`config.mk`:
```
export PLATFORM = sky130hd
export DESIGN_NAME = ballast_seq
export DESIGN_NICKNAME = d
export VERILOG_FILES = /design/src/rtl/bsq_pkg.sv /design/src/rtl/bsq_rst_sync.sv /design/src/rtl/bsq_sync.sv /design/src/rtl/bsq_timer.sv /design/src/rtl/bsq_ign_arm.sv /design/src/rtl/bsq_fsm.sv /design/src/rtl/ballast_seq.sv
export SDC_FILE = /design/constraint.sdc
export NUM_CORES = 1
export LEC_CHECK = 0
export BUFFER_PORTS_ARGS = -buffer_cell sky130_fd_sc_hd__buf_4
export CAP_MARGIN = 15
export CORE_MARGIN = 1.5
export CORE_UTILIZATION = 55
export CTS_CLUSTER_DIAMETER = 80
export DETAILED_ROUTE_END_ITERATION = 8
export PLACE_DENSITY = 0.84
export SETUP_SLACK_MARGIN = 0.5
export SYNTH_ARGS = -nofsm -noshare
export SYNTH_HDL_FRONTEND = slang
export SYNTH_SLANG_ARGS = --single-unit
```
`constraint.sdc`:
```
create_clock -name clk -period 2.6 [get_ports clk]
set_input_delay 0.26 -clock clk [delete_from_list [all_inputs] [get_ports clk]]
set_output_delay 0.26 -clock clk [all_outputs]
set_load 0.02 [all_outputs]
```
`src/rtl/bsq_pkg.sv`:
```
package bsq_pkg;

  typedef enum logic [2:0] {
    MD_LOCK = 3'd0,
    MD_PRE  = 3'd1,
    MD_IGN  = 3'd2,
    MD_DIM  = 3'd3,
    MD_FLT  = 3'd4
  } bsq_mode_e;

  localparam int FLAG_N  = 9;
  localparam int FI_VON  = 0;
  localparam int FI_VOFF = 1;
  localparam int FI_LOK  = 2;
  localparam int FI_LLOW = 3;
  localparam int FI_SD   = 4;
  localparam int FI_OT   = 5;
  localparam int FI_OC   = 6;
  localparam int FI_ARM  = 7;
  localparam int FI_DET  = 8;

endpackage

```
`src/rtl/bsq_rst_sync.sv`:
```
module bsq_rst_sync #(
  parameter int STAGES = 2
) (
  input  logic clk,
  input  logic arst_n,
  output logic rst_n_o
);

  logic [STAGES-1:0] chain_q;

  always_ff @(posedge clk or negedge arst_n) begin
    if (!arst_n) chain_q <= '0;
    else         chain_q <= {chain_q[STAGES-2:0], 1'b1};
  end

  assign rst_n_o = chain_q[STAGES-1];

endmodule

```
`src/rtl/bsq_sync.sv`:
```
module bsq_sync #(
  parameter int W      = 9,
  parameter int STAGES = 2
) (
  input  logic         clk,
  input  logic         rst_n,
  input  logic [W-1:0] d_i,
  output logic [W-1:0] q_o
);

  logic [W-1:0] stg_q [STAGES];

  for (genvar s = 0; s < STAGES; s++) begin : g_stage
    if (s == 0) begin : g_first
      always_ff @(posedge clk or negedge rst_n) begin
        if (!rst_n) stg_q[s] <= '0;
        else        stg_q[s] <= d_i;
      end
    end else begin : g_next
      always_ff @(posedge clk or negedge rst_n) begin
        if (!rst_n) stg_q[s] <= '0;
        else        stg_q[s] <= stg_q[s-1];
      end
    end
  end

  assign q_o = stg_q[STAGES-1];

endmodule

```
`src/rtl/bsq_timer.sv`:
```
module bsq_timer #(
  parameter int TERM = 4096
) (
  input  logic clk,
  input  logic rst_n,
  input  logic load_i,
  input  logic cnt_en_i,
  output logic done_o
);

  localparam int CW = (TERM > 1) ? $clog2(TERM) : 1;
  localparam logic [CW-1:0] LAST = CW'(TERM - 1);

  logic [CW-1:0] cnt_q, cnt_d;

  always_comb begin
    cnt_d = cnt_q;
    if (load_i)        cnt_d = '0;
    else if (cnt_en_i) cnt_d = cnt_q + 1'b1;
  end

  always_ff @(posedge clk or negedge rst_n) begin
    if (!rst_n) cnt_q <= '0;
    else        cnt_q <= cnt_d;
  end

  assign done_o = !load_i && (cnt_q == LAST);

endmodule

```
`src/rtl/bsq_ign_arm.sv`:
```
module bsq_ign_arm (
  input  logic clk,
  input  logic rst_n,
  input  logic clr_i,
  input  logic arm_lvl_i,
  input  logic det_lvl_i,
  output logic ignited_o
);

  logic armed_q, armed_d;

  always_comb begin
    if (clr_i) armed_d = 1'b0;
    else       armed_d = armed_q | arm_lvl_i;
  end

  always_ff @(posedge clk or negedge rst_n) begin
    if (!rst_n) armed_q <= 1'b0;
    else        armed_q <= armed_d;
  end

  assign ignited_o = armed_q && det_lvl_i && !clr_i;

endmodule

```
`src/rtl/bsq_fsm.sv`:
```
module bsq_fsm
  import bsq_pkg::*;
(
  input  logic              clk,
  input  logic              rst_n,
  input  logic [FLAG_N-1:0] flg_i,
  input  logic              ph_done_i,
  input  logic              ignited_i,
  output bsq_mode_e         mode_o
);

  bsq_mode_e mode_q, mode_d;
  logic      sd_seen_q, sd_seen_d;
  logic      start_ok, drop, trip;

  always_comb begin
    start_ok  = flg_i[FI_VON] && flg_i[FI_LOK] && !flg_i[FI_SD] && !flg_i[FI_OT];
    drop      = flg_i[FI_VOFF] || flg_i[FI_LLOW] || flg_i[FI_SD];
    trip      = flg_i[FI_OT] || flg_i[FI_OC];
    mode_d    = mode_q;
    sd_seen_d = 1'b0;
    case (mode_q)
      MD_LOCK: begin
        if (start_ok) mode_d = MD_PRE;
      end
      MD_PRE: begin
        if (drop)                mode_d = MD_LOCK;
        else if (flg_i[FI_OT])   mode_d = MD_FLT;
        else if (ph_done_i)      mode_d = MD_IGN;
      end
      MD_IGN: begin
        if (drop)                mode_d = MD_LOCK;
        else if (trip)           mode_d = MD_FLT;
        else if (ignited_i)      mode_d = MD_DIM;
      end
      MD_DIM: begin
        if (drop)                mode_d = MD_LOCK;
        else if (trip)           mode_d = MD_FLT;
      end
      MD_FLT: begin
        sd_seen_d = sd_seen_q | flg_i[FI_SD];
        if (flg_i[FI_VOFF])                  mode_d = MD_LOCK;
        else if (sd_seen_q && !flg_i[FI_SD]) mode_d = MD_LOCK;
      end
      default: mode_d = MD_LOCK;
    endcase
  end

  always_ff @(posedge clk or negedge rst_n) begin
    if (!rst_n) begin
      mode_q    <= MD_LOCK;
      sd_seen_q <= 1'b0;
    end else begin
      mode_q    <= mode_d;
      sd_seen_q <= sd_seen_d;
    end
  end

  assign mode_o = mode_q;

endmodule

```
`src/rtl/ballast_seq.sv`:
```
module ballast_seq
  import bsq_pkg::*;
#(
  parameter int PH_CYCLES   = 4096,
  parameter int SYNC_STAGES = 2
) (
  input  logic       clk,
  input  logic       arst_n,
  input  logic       supply_on_i,
  input  logic       supply_off_i,
  input  logic       line_ok_i,
  input  logic       line_low_i,
  input  logic       shutdown_i,
  input  logic       overtemp_i,
  input  logic       overcur_i,
  input  logic       sense_arm_i,
  input  logic       sense_det_i,
  output logic [2:0] mode_o,
  output logic       drv_en_o,
  output logic       oc_en_o,
  output logic       ref_hi_o
);

  logic              rst_n;
  logic [FLAG_N-1:0] flg_raw, flg_s;
  logic              ph_done, ignited;
  bsq_mode_e         mode;

  always_comb begin
    flg_raw          = '0;
    flg_raw[FI_VON]  = supply_on_i;
    flg_raw[FI_VOFF] = supply_off_i;
    flg_raw[FI_LOK]  = line_ok_i;
    flg_raw[FI_LLOW] = line_low_i;
    flg_raw[FI_SD]   = shutdown_i;
    flg_raw[FI_OT]   = overtemp_i;
    flg_raw[FI_OC]   = overcur_i;
    flg_raw[FI_ARM]  = sense_arm_i;
    flg_raw[FI_DET]  = sense_det_i;
  end

  bsq_rst_sync #(.STAGES(2)) u_rst (
    .clk     (clk),
    .arst_n  (arst_n),
    .rst_n_o (rst_n)
  );

  bsq_sync #(.W(FLAG_N), .STAGES(SYNC_STAGES)) u_sync (
    .clk   (clk),
    .rst_n (rst_n),
    .d_i   (flg_raw),
    .q_o   (flg_s)
  );

  bsq_timer #(.TERM(PH_CYCLES)) u_timer (
    .clk      (clk),
    .rst_n    (rst_n),
    .load_i   (mode != MD_PRE),
    .cnt_en_i (1'b1),
    .done_o   (ph_done)
  );

  bsq_ign_arm u_arm (
    .clk       (clk),
    .rst_n     (rst_n),
    .clr_i     (mode != MD_IGN),
    .arm_lvl_i (flg_s[FI_ARM]),
    .det_lvl_i (flg_s[FI_DET]),
    .ignited_o (ignited)
  );

  bsq_fsm u_fsm (
    .clk       (clk),
    .rst_n     (rst_n),
    .flg_i     (flg_s),
    .ph_done_i (ph_done),
    .ignited_i (ignited),
    .mode_o    (mode)
  );

  assign mode_o   = mode;
  assign drv_en_o = (mode == MD_PRE) || (mode == MD_IGN) || (mode == MD_DIM);
  assign oc_en_o  = (mode == MD_IGN) || (mode == MD_DIM);
  assign ref_hi_o = (mode == MD_IGN);

endmodule

```
==> results.json, run 1 <==
{
  "status": "complete, no violations",
  "die_area_um2": 2870,
  "fmax_mhz": 555,
  "synth_adder_area_share": 0.00889,
  "hpwl_um": 1690,
  "path_clk_slew_ps": 110,
  "critPathBufInv": 2,
  "slowest_stage": "dfrtp_1",
  "leakage_uw": 0.000770,
  "synthCells": 117,
  "arrival_ps": 1540,
  "met2_wirelength_um": 1280,
  "fp.dieW_um": 53.6,
  "post_cts_buffers": 0,
  "crit_fanout": 9,
  "num_vias": 973,
  "r2r_end": "u_fsm.mode_o[2]",
  "row_count": 18,
  "maxCapViolations": 0,
  "crit_required_ps": 2340,
  "syn_area_per_cell_um2": 12.0,
  "synthMuxAreaShare": 0,
  "endpoint_kind": "primary output",
  "cts_resized": 0,
  "hold_class": "input pin to async pin",
  "wire_per_inst_um": 14.2,
  "worstSetupStartpointType": "flop",
  "peakVddDrop_uv": 613,
  "postSynthNetCount": 129,
  "synth_cell_types": 33,
  "cp_cell_sequence": "inv_1 -> nor3_1 -> buf_4",
  "min_period_ps": 1800,
  "setup_tns_ps": 0,
  "max_stage_delay_ps": 500,
  "rrSetupSlack_ps": 880,
  "htreeDepth": 2,
  "start_util": 0.573,
  "cts_tree": "done",
  "synth_area_um2": 1410,
  "yosys.area_share.simple": 0.200,
  "cts_num_sinks": 37,
  "first_pass_iters": 4,
  "die_h_um": 53.6,
  "top_layer_used": "met4",
  "ys_seq_elements": 37,
  "m1WireLength_um": 1070,
  "grt_max_degree": 36,
  "root_buffer": "clkbuf_4",
  "fp.coreArea_um2": 2450,
  "synth_top_family_by_area": "simple AND/OR/NAND/NOR gates",
  "vias_per_cell": 5.47,
  "wl_met3_um": 127,
  "r2r_start": "u_fsm.mode_o[2]",
  "clock-skew-final_ps": 5.19,
  "numCtsBuffers": 5,
  "routed_wl_um": 2530,
  "grtUsageTotal": 0.214,
  "antenna_found_initial": 0,
  "area_growth_pct": 21.3,
  "nNetsFinal": 159,
  "grt_remaining_overflow": 0,
  "drc": 0,
  "io_pins": 17,
  "io_buffers": 16,
  "setup_viol": 0,
  "gp_congestion": 0.940,
  "slew_violations": 0,
  "synth_compound_area_frac": 0.0489,
  "synth_xor_area_frac": 0.0622,
  "seq_area_frac_synth": 0.658,
  "hold_viol_final": 0,
  "drive_above_1_share": 0.182,
  "clk_path_buf_depth": 2,
  "yosys_warnings": 0,
  "cp_top_family": "flip-flops",
  "first_global_vias": 932,
  "rr_worst_depth": 4,
  "clock_latency_ps": 350,
  "fin_crit_sh": 0.694,
  "grt_first_pass_wirelength_um": 4050,
  "n_antenna_cell": 0,
  "rsz0062_at_grt": "no",
  "pwr_density_cell_nw_per_um2": 638,
  "final_util": 0.696,
  "drtIter0Drc": 13,
  "ant_nets": 0,
  "criticalPathCategory": "flop to primary output"
}
## layout by cell type (no fill, tap or decap)
master and n:
o41ai_1 1, nand4_1 5, nor3_1 2, o21a_1 1, dlygate4sd3_1 10, nor2b_1 1
o21ai_0 1, clkinvlp_4 1, nor4_1 3, o21bai_1 2, inv_1 2, xor2_1 8
nor4bb_1 1, ha_1 1, or3b_1 1, buf_4 17, nand2b_1 2, clkinv_2 2
nand3b_1 1, nor3_2 1, clkbuf_4 5, and2_1 1, o221ai_1 1, o31ai_1 1
nor2_1 20, nand2_1 5, nand3_1 4, nand3_2 1, conb_1 1, dfrtp_1 37
a211o_1 1, xnor2_1 2, and4_1 2, and3_1 3, a211oi_1 1
## cells in the mapped netlist
cell      number  area, um^2
nand3b_1       1        7.51
o21a_1         1        7.51
o41ai_1        1        8.76
nor4_1         3        18.8
a211o_1        1        8.76
o221ai_1       1        8.76
conb_1         1        3.75
nor2b_1        1        6.26
buf_2          1        5.00
and3_1         3        18.8
nand2_1        5        18.8
xnor2_1        2        17.5
a211oi_1       1        7.51
ha_1           1        12.5
nand3_1        4        20.0
and2_1         1        6.26
buf_4          1        7.51
nor2_1        20        75.1
or3b_1         1        8.76
nor3_1         2        10.0
nand3_2        1        10.0
o31ai_1        1        7.51
nand2b_1       2        12.5
dfrtp_1       37         926
xor2_1         8        70.1
nor3_2         1        10.0
nand4_1        5        31.3
clkbuf_1       2        7.51
inv_1          2        7.51
nor4bb_1       1        10.0
o21bai_1       2        15.0
and4_1         2        17.5
o21ai_0        1        5.00
## state kept, by name (all words and copies together) (netlist names)
name	cells
u_arm.armed_q	1
u_fsm.mode_o	3
u_fsm.sd_seen_q	1
u_rst.chain_q	2
u_sync.q_o	9
u_sync.stg_q	9
u_timer.cnt_q	12
## power by group
part,internal (uW),leakage (uW),switching [uW]
combinational,63.8,0.000270,81.6
sequential,608,0.000469,39.6
clock,102,0.0000310,194
## kinds of logic (layout without fill, tap and decap cells)
group                    count (synthesis)  count (layout)
XOR/XNOR                                10              10
flip-flops                              37              37
other                                    1               1
buffers and inverters                    6              37
adder cells (fa/ha/maj)                  1               1
AND/OR/NAND/NOR                         53              53
AO/OA/AOI/OAI                            9               9
## worst max path at each step
stage	from	to	slack, ps	depth (start not counted)
detailed placement	u_fsm.mode_o[2]	u_fsm.mode_o[2]	890	4
finish	u_fsm.mode_o[1]	ref_hi_o	800	3
CTS	u_fsm.mode_o[1]	ref_hi_o	800	3
floorplan	u_fsm.mode_o[1]	u_arm.armed_q	1070	3
global placement	u_fsm.mode_o[2]	u_fsm.mode_o[1]	1070	3
global route	u_fsm.mode_o[1]	ref_hi_o	660	3
## final cells by class
class | instances | area [um^2]
fillers | 163 | 747
repair buffers | 27 | 228
multi-input cells | 74 | 454
clock inverters | 3 | 17.5
clock buffers | 5 | 37.5
inverters | 2 | 7.51
flip-flops and latches | 37 | 926
well taps | 30 | 37.5
## through the flow
stage               instance area [um^2]  cells  total power (uW)  hold slack [ps]  setup WS (ps)
floorplan                           1410    117               745            -35.6           1070
CTS                                 1630    170              1090             2.05            804
global placement                    1550    160               786             42.4           1070
detailed placement                  1550    160               792             43.9            886
finish                              1710    178              1090              208            797
global route                        1710    178              1140              217            664
## what timing repair did
action,CTS,global route
endpoints found under the hold margin,3,8
hold buffers,2,8
endpoints found under the setup margin,0,0
## routing by layer
layer  track usage  vias up
met3         0.100        5
met1         0.244      480
met2         0.321       28
met4         0.141        0
li1              -      460
met5             0        -
Note: power is estimated with default switching activity, not from simulation.
==> run 2: changes to the inputs <==
==> constraint.sdc (replaced) <==
create_clock -name clk -period 1.71 [get_ports clk]
set_input_delay 0.171 -clock clk [delete_from_list [all_inputs] [get_ports clk]]
set_output_delay 0.171 -clock clk [all_outputs]
set_load 0.02 [all_outputs]
==> results.json, run 2 (synthesis gave the netlist of run 1 again) <==
{
  "status": "complete, no violations",
  "nNetsFinal": 174,
  "sequentialPowerShare": 0.546,
  "largest_register": "u_timer.cnt_q",
  "switching_share": 0.293,
  "antenna_found_initial": 0,
  "criticalPathCategory": "flop to flop",
  "num_vias": 1051,
  "setup_tns_ps": 0,
  "setup_viol": 0,
  "hold_class": "input pin to async pin",
  "largest_reg_flops": 12,
  "clock_power_share": 0.254,
  "final_common_cell": "dfrtp_1",
  "gp_congestion": 0.793,
  "dp_slack_ps": 96.2,
  "io_pins": 17,
  "peakVddDrop_uv": 812,
  "placed_cell_area_um2": 1580,
  "crit_required_ps": 1930,
  "fp.dieW_um": 53.6,
  "ant_nets": 0,
  "row_count": 18,
  "wire_per_inst_um": 16.0,
  "worstSetupStartpointType": "flop",
  "min_period_ps": 1400,
  "die_h_um": 53.6,
  "area_growth_pct": 38.9,
  "io_buffers": 16,
  "grt_remaining_overflow": 0,
  "drive_above_1_share": 0.374,
  "endpoint_kind": "flop",
  "cts_num_sinks": 37,
  "clock-skew-final_ps": 13.6,
  "start_util": 0.573,
  "first_global_vias": 1048,
  "fp.coreArea_um2": 2450,
  "routed_wl_um": 3090,
  "clk_path_buf_depth": 2,
  "pwr_density_cell_nw_per_um2": 916,
  "grt_max_degree": 21,
  "htreeDepth": 2,
  "n_antenna_cell": 0,
  "final_cell_mix": "dfrtp_1, buf_4, nor2_1, dlygate4sd3_1, xor2_1",
  "path_clk_slew_ps": 110,
  "maxCapViolations": 0,
  "grtUsageTotal": 0.248,
  "drc": 0,
  "stdcell_count": 193,
  "fin_crit_sh": 0.819,
  "numCtsBuffers": 5,
  "first_pass_iters": 4,
  "grt_first_pass_wirelength_um": 4660,
  "rsz0062_at_grt": "yes",
  "place_inst": 162,
  "worst_slack_ps": 309,
  "arrival_ps": 1620,
  "net-switching-power_uw": 525,
  "vias_per_cell": 5.45,
  "hold_ws_ps": 140,
  "hpwl_um": 1740,
  "drtIter0Drc": 11,
  "die_area_um2": 2870,
  "hold_viol_final": 0,
  "cts_tree": "done",
  "slew_violations": 0,
  "fmax_mhz": 714,
  "p_int_uw": 1270,
  "fin_area_um2": 1960,
  "root_buffer": "clkbuf_4",
  "leakage_uw": 0.000868,
  "combPwrFrac": 0.200,
  "clock_latency_ps": 350,
  "crit_fanout": 4
}
[run 2: timing repair]
item | CTS | global route
setup buffers | 11 | 2
endpoints found under the setup margin | 20 | 15
hold endpoints to repair | 11 | 0
resized for setup | 17 | 11
pin swaps | 9 | 2
hold buffers | 10 | 0
[run 2: final cells by class]
| cell class | count | area [um^2] |
|---|---|---|
| fillers | 132 | 499 |
| well taps | 30 | 37.5 |
| repair buffers | 42 | 367 |
| multi-input cells | 74 | 552 |
| flip-flops and latches | 37 | 931 |
| clock inverters | 3 | 21.3 |
| clock buffers | 5 | 37.5 |
| inverters | 2 | 10.0 |
[run 2: worst paths after layout]
check | slack, ps | start | depth (start not counted) | end
max | 310 | u_sync.q_o[4] | 4 | u_fsm.mode_o[1]
min | 140 | arst_n | 2 | u_rst.chain_q[0]
max reg2reg | 310 | u_sync.q_o[4] | 4 | u_fsm.mode_o[1]
min reg2reg | 210 | u_rst.chain_q[1] | 1 | u_timer.cnt_q[11]
max in group asynchronous | 1270 | u_rst.chain_q[1] | 1 | u_sync.q_o[4]
min in group clk | 360 | u_sync.stg_q[15] | 0 | u_sync.q_o[6]
[run 2: metrics by stage]
| step | power, uW | utilization |
|---|---|---|
| 6_report | 1790 | 0.797 |
| 3_5_place_dp | 1220 | 0.645 |
| 4_1_cts | 1770 | 0.775 |
| 3_3_place_gp | 1210 | 0.645 |
| 2_1_floorplan | 1150 | - |
| 5_1_grt | 1900 | 0.797 |
[run 2: per-layer routing]
layer,vias up,part of all wire,GRT usage,routed length [um]
li1,493,-,-,-
met1,514,0.39,0.263,1220
met2,31,0.52,0.407,1610
met3,13,0.047,0.0972,144
met4,0,0.039,0.167,122
met5,-,0,0,0
[run 2: worst max-delay path: stages, from the launching register on]
cell and delay [ps]:
dfrtp_2 470, nor4bb_4 330, nor4_2 90, o31ai_1 260
o41ai_2 140
[run 2: power groups by stage]
stage | Clock [uW] | Sequential (uW) | Combinational [uW]
2_1_floorplan | 0 | 999 | 148
3_3_place_gp | 0 | 999 | 206
3_5_place_dp | 0 | 1000 | 212
4_1_cts | 482 | 975 | 317
5_1_grt | 526 | 985 | 393
6_report | 455 | 979 | 358
==> run 3: changes to the inputs <==
==> constraint.sdc (replaced) <==
create_clock -name clk -period 1.5 [get_ports clk]
set_input_delay 0.15 -clock clk [delete_from_list [all_inputs] [get_ports clk]]
set_output_delay 0.15 -clock clk [all_outputs]
set_load 0.02 [all_outputs]
==> results.json, run 3 (synthesis gave the netlist of run 1 again) <==
{
  "status": "finished, violations left",
  "violations": "setup timing",
  "clock_latency_ps": 320,
  "die_area_um2": 2870,
  "fmax_mhz": 643,
  "grt_first_pass_wirelength_um": 4780,
  "crit_required_ps": 1700,
  "final_util": 0.870,
  "top_usage_layer": "met2",
  "hpwl_um": 1880,
  "met3_usage": 0.0833,
  "drc": 0,
  "setup_tns_ps": -79.2,
  "gp_congestion": 0.814,
  "fp.coreArea_um2": 2450,
  "path_clk_slew_ps": 120,
  "combPwrFrac": 0.268,
  "io_buffers": 16,
  "largest_reg_flops": 12,
  "numCtsBuffers": 5,
  "final_cell_mix": "dfrtp_1, buf_4, buf_6, nor2_4, dlygate4sd3_1",
  "clock-skew-final_ps": 13.2,
  "ant_nets": 0,
  "worst_slack_ps": -55.0,
  "switching_share": 0.318,
  "criticalPathCategory": "flop to flop",
  "stdcell_count": 197,
  "vias_per_cell": 5.74,
  "largest_register": "u_timer.cnt_q",
  "grt_remaining_overflow": 0,
  "sequentialPowerShare": 0.503,
  "row_count": 18,
  "start_util": 0.573,
  "met1_usage": 0.267,
  "clock_power_share": 0.228,
  "net-switching-power_uw": 705,
  "first_global_vias": 1069,
  "io_pins": 17,
  "final_common_cell": "dfrtp_1",
  "setup_viol": 3,
  "fin_crit_sh": 1.04,
  "first_pass_iters": 4,
  "antenna_found_initial": 0,
  "rsz0062_at_grt": "yes",
  "cts_num_sinks": 37,
  "seqCellArea_um2": 932,
  "p_int_uw": 1510,
  "routed_wl_um": 3740,
  "crit_fanout": 4,
  "grt_max_degree": 23,
  "grtUsageTotal": 0.251,
  "num_vias": 1130,
  "cts_tree": "done",
  "root_buffer": "clkbuf_4",
  "hold_class": "input pin to async pin",
  "slew_violations": 0,
  "arrival_ps": 1750,
  "hold_viol_final": 0,
  "area_growth_pct": 51.6,
  "drtIter0Drc": 30,
  "clk_path_buf_depth": 2,
  "die_h_um": 53.6,
  "maxCapViolations": 0,
  "min_period_ps": 1550,
  "fp.dieW_um": 53.6,
  "peakVddDrop_uv": 1050,
  "fill_cells": 96,
  "endpoint_kind": "flop",
  "place_inst": 164,
  "n_antenna_cell": 0,
  "htreeDepth": 2,
  "multi_input_area_um2": 654,
  "drive_above_1_share": 0.497,
  "pwr_density_cell_nw_per_um2": 1040,
  "leakage_uw": 0.000900,
  "worstSetupStartpointType": "flop",
  "hold_ws_ps": 144,
  "nNetsFinal": 178,
  "grtUsageMet2": 0.444,
  "wire_per_inst_um": 19.0
}
## run 3: power by group through the flow
stage / sequential (uW) / clock (uW) / combinational [uW]
after floorplan: 1140 / 0 / 173
after global placement: 1120 / 0 / 283
after detailed placement: 1130 / 0 / 299
after CTS: 1120 / 539 / 392
after global routing: 1120 / 581 / 626
final: 1110 / 506 / 594
## run 3: area by class of cell
cell class,instances,share of cell area
flip-flops and latches,37,0.437
clock buffers,5,0.0176
multi-input cells,74,0.307
well taps,30,0.0176
inverters,2,0.00528
repair buffers,46,0.206
clock inverters,3,0.0106
## run 3: through the flow
stage	total power, uW	setup WS, ps	instance area, um^2
global placement	1410	70.2	1620
CTS	2050	-21.0	1910
global route	2330	-240	2130
detailed placement	1430	-109	1620
floorplan	1310	54.6	1440
finish	2210	-55.0	2130
## run 3: critical path, stage by stage (launching register included)
cell and delay [ps]:
dfrtp_1 470, nor4bb_2 440, nor4_2 110, o31ai_2 280
o41ai_2 150
## run 3: timing repair
| item | 4_1_cts | 5_1_grt |
|---|---|---|
| endpoints found under the setup margin | 23 | 23 |
| buffers inserted | 7 | 7 |
| hold buffers | 10 | 0 |
| pin swaps | 4 | 14 |
| cloned | 0 | 1 |
| endpoints found under the hold margin | 11 | 0 |
| resized for setup | 16 | 44 |
## run 3: final timing paths
kind                       depth (start not counted)        startpoint                to  slack (ps)
min reg2reg                                        0  u_rst.chain_q[1]   u_fsm.mode_o[1]         170
min in group clk                                   0  u_sync.stg_q[13]     u_sync.q_o[4]         360
min                                                2            arst_n  u_rst.chain_q[1]         140
max in group asynchronous                          1  u_rst.chain_q[1]     u_sync.q_o[8]         910
max                                                4     u_sync.q_o[5]   u_fsm.mode_o[1]         -50
max reg2reg                                        4     u_sync.q_o[5]   u_fsm.mode_o[1]         -50
## run 3: layer usage
| metal | wire (um) | up-vias |
|---|---|---|
| li1 | - | 500 |
| met1 | 1400 | 554 |
| met2 | 2030 | 62 |
| met3 | 191 | 14 |
| met4 | 123 | 0 |
| met5 | 0 | - |
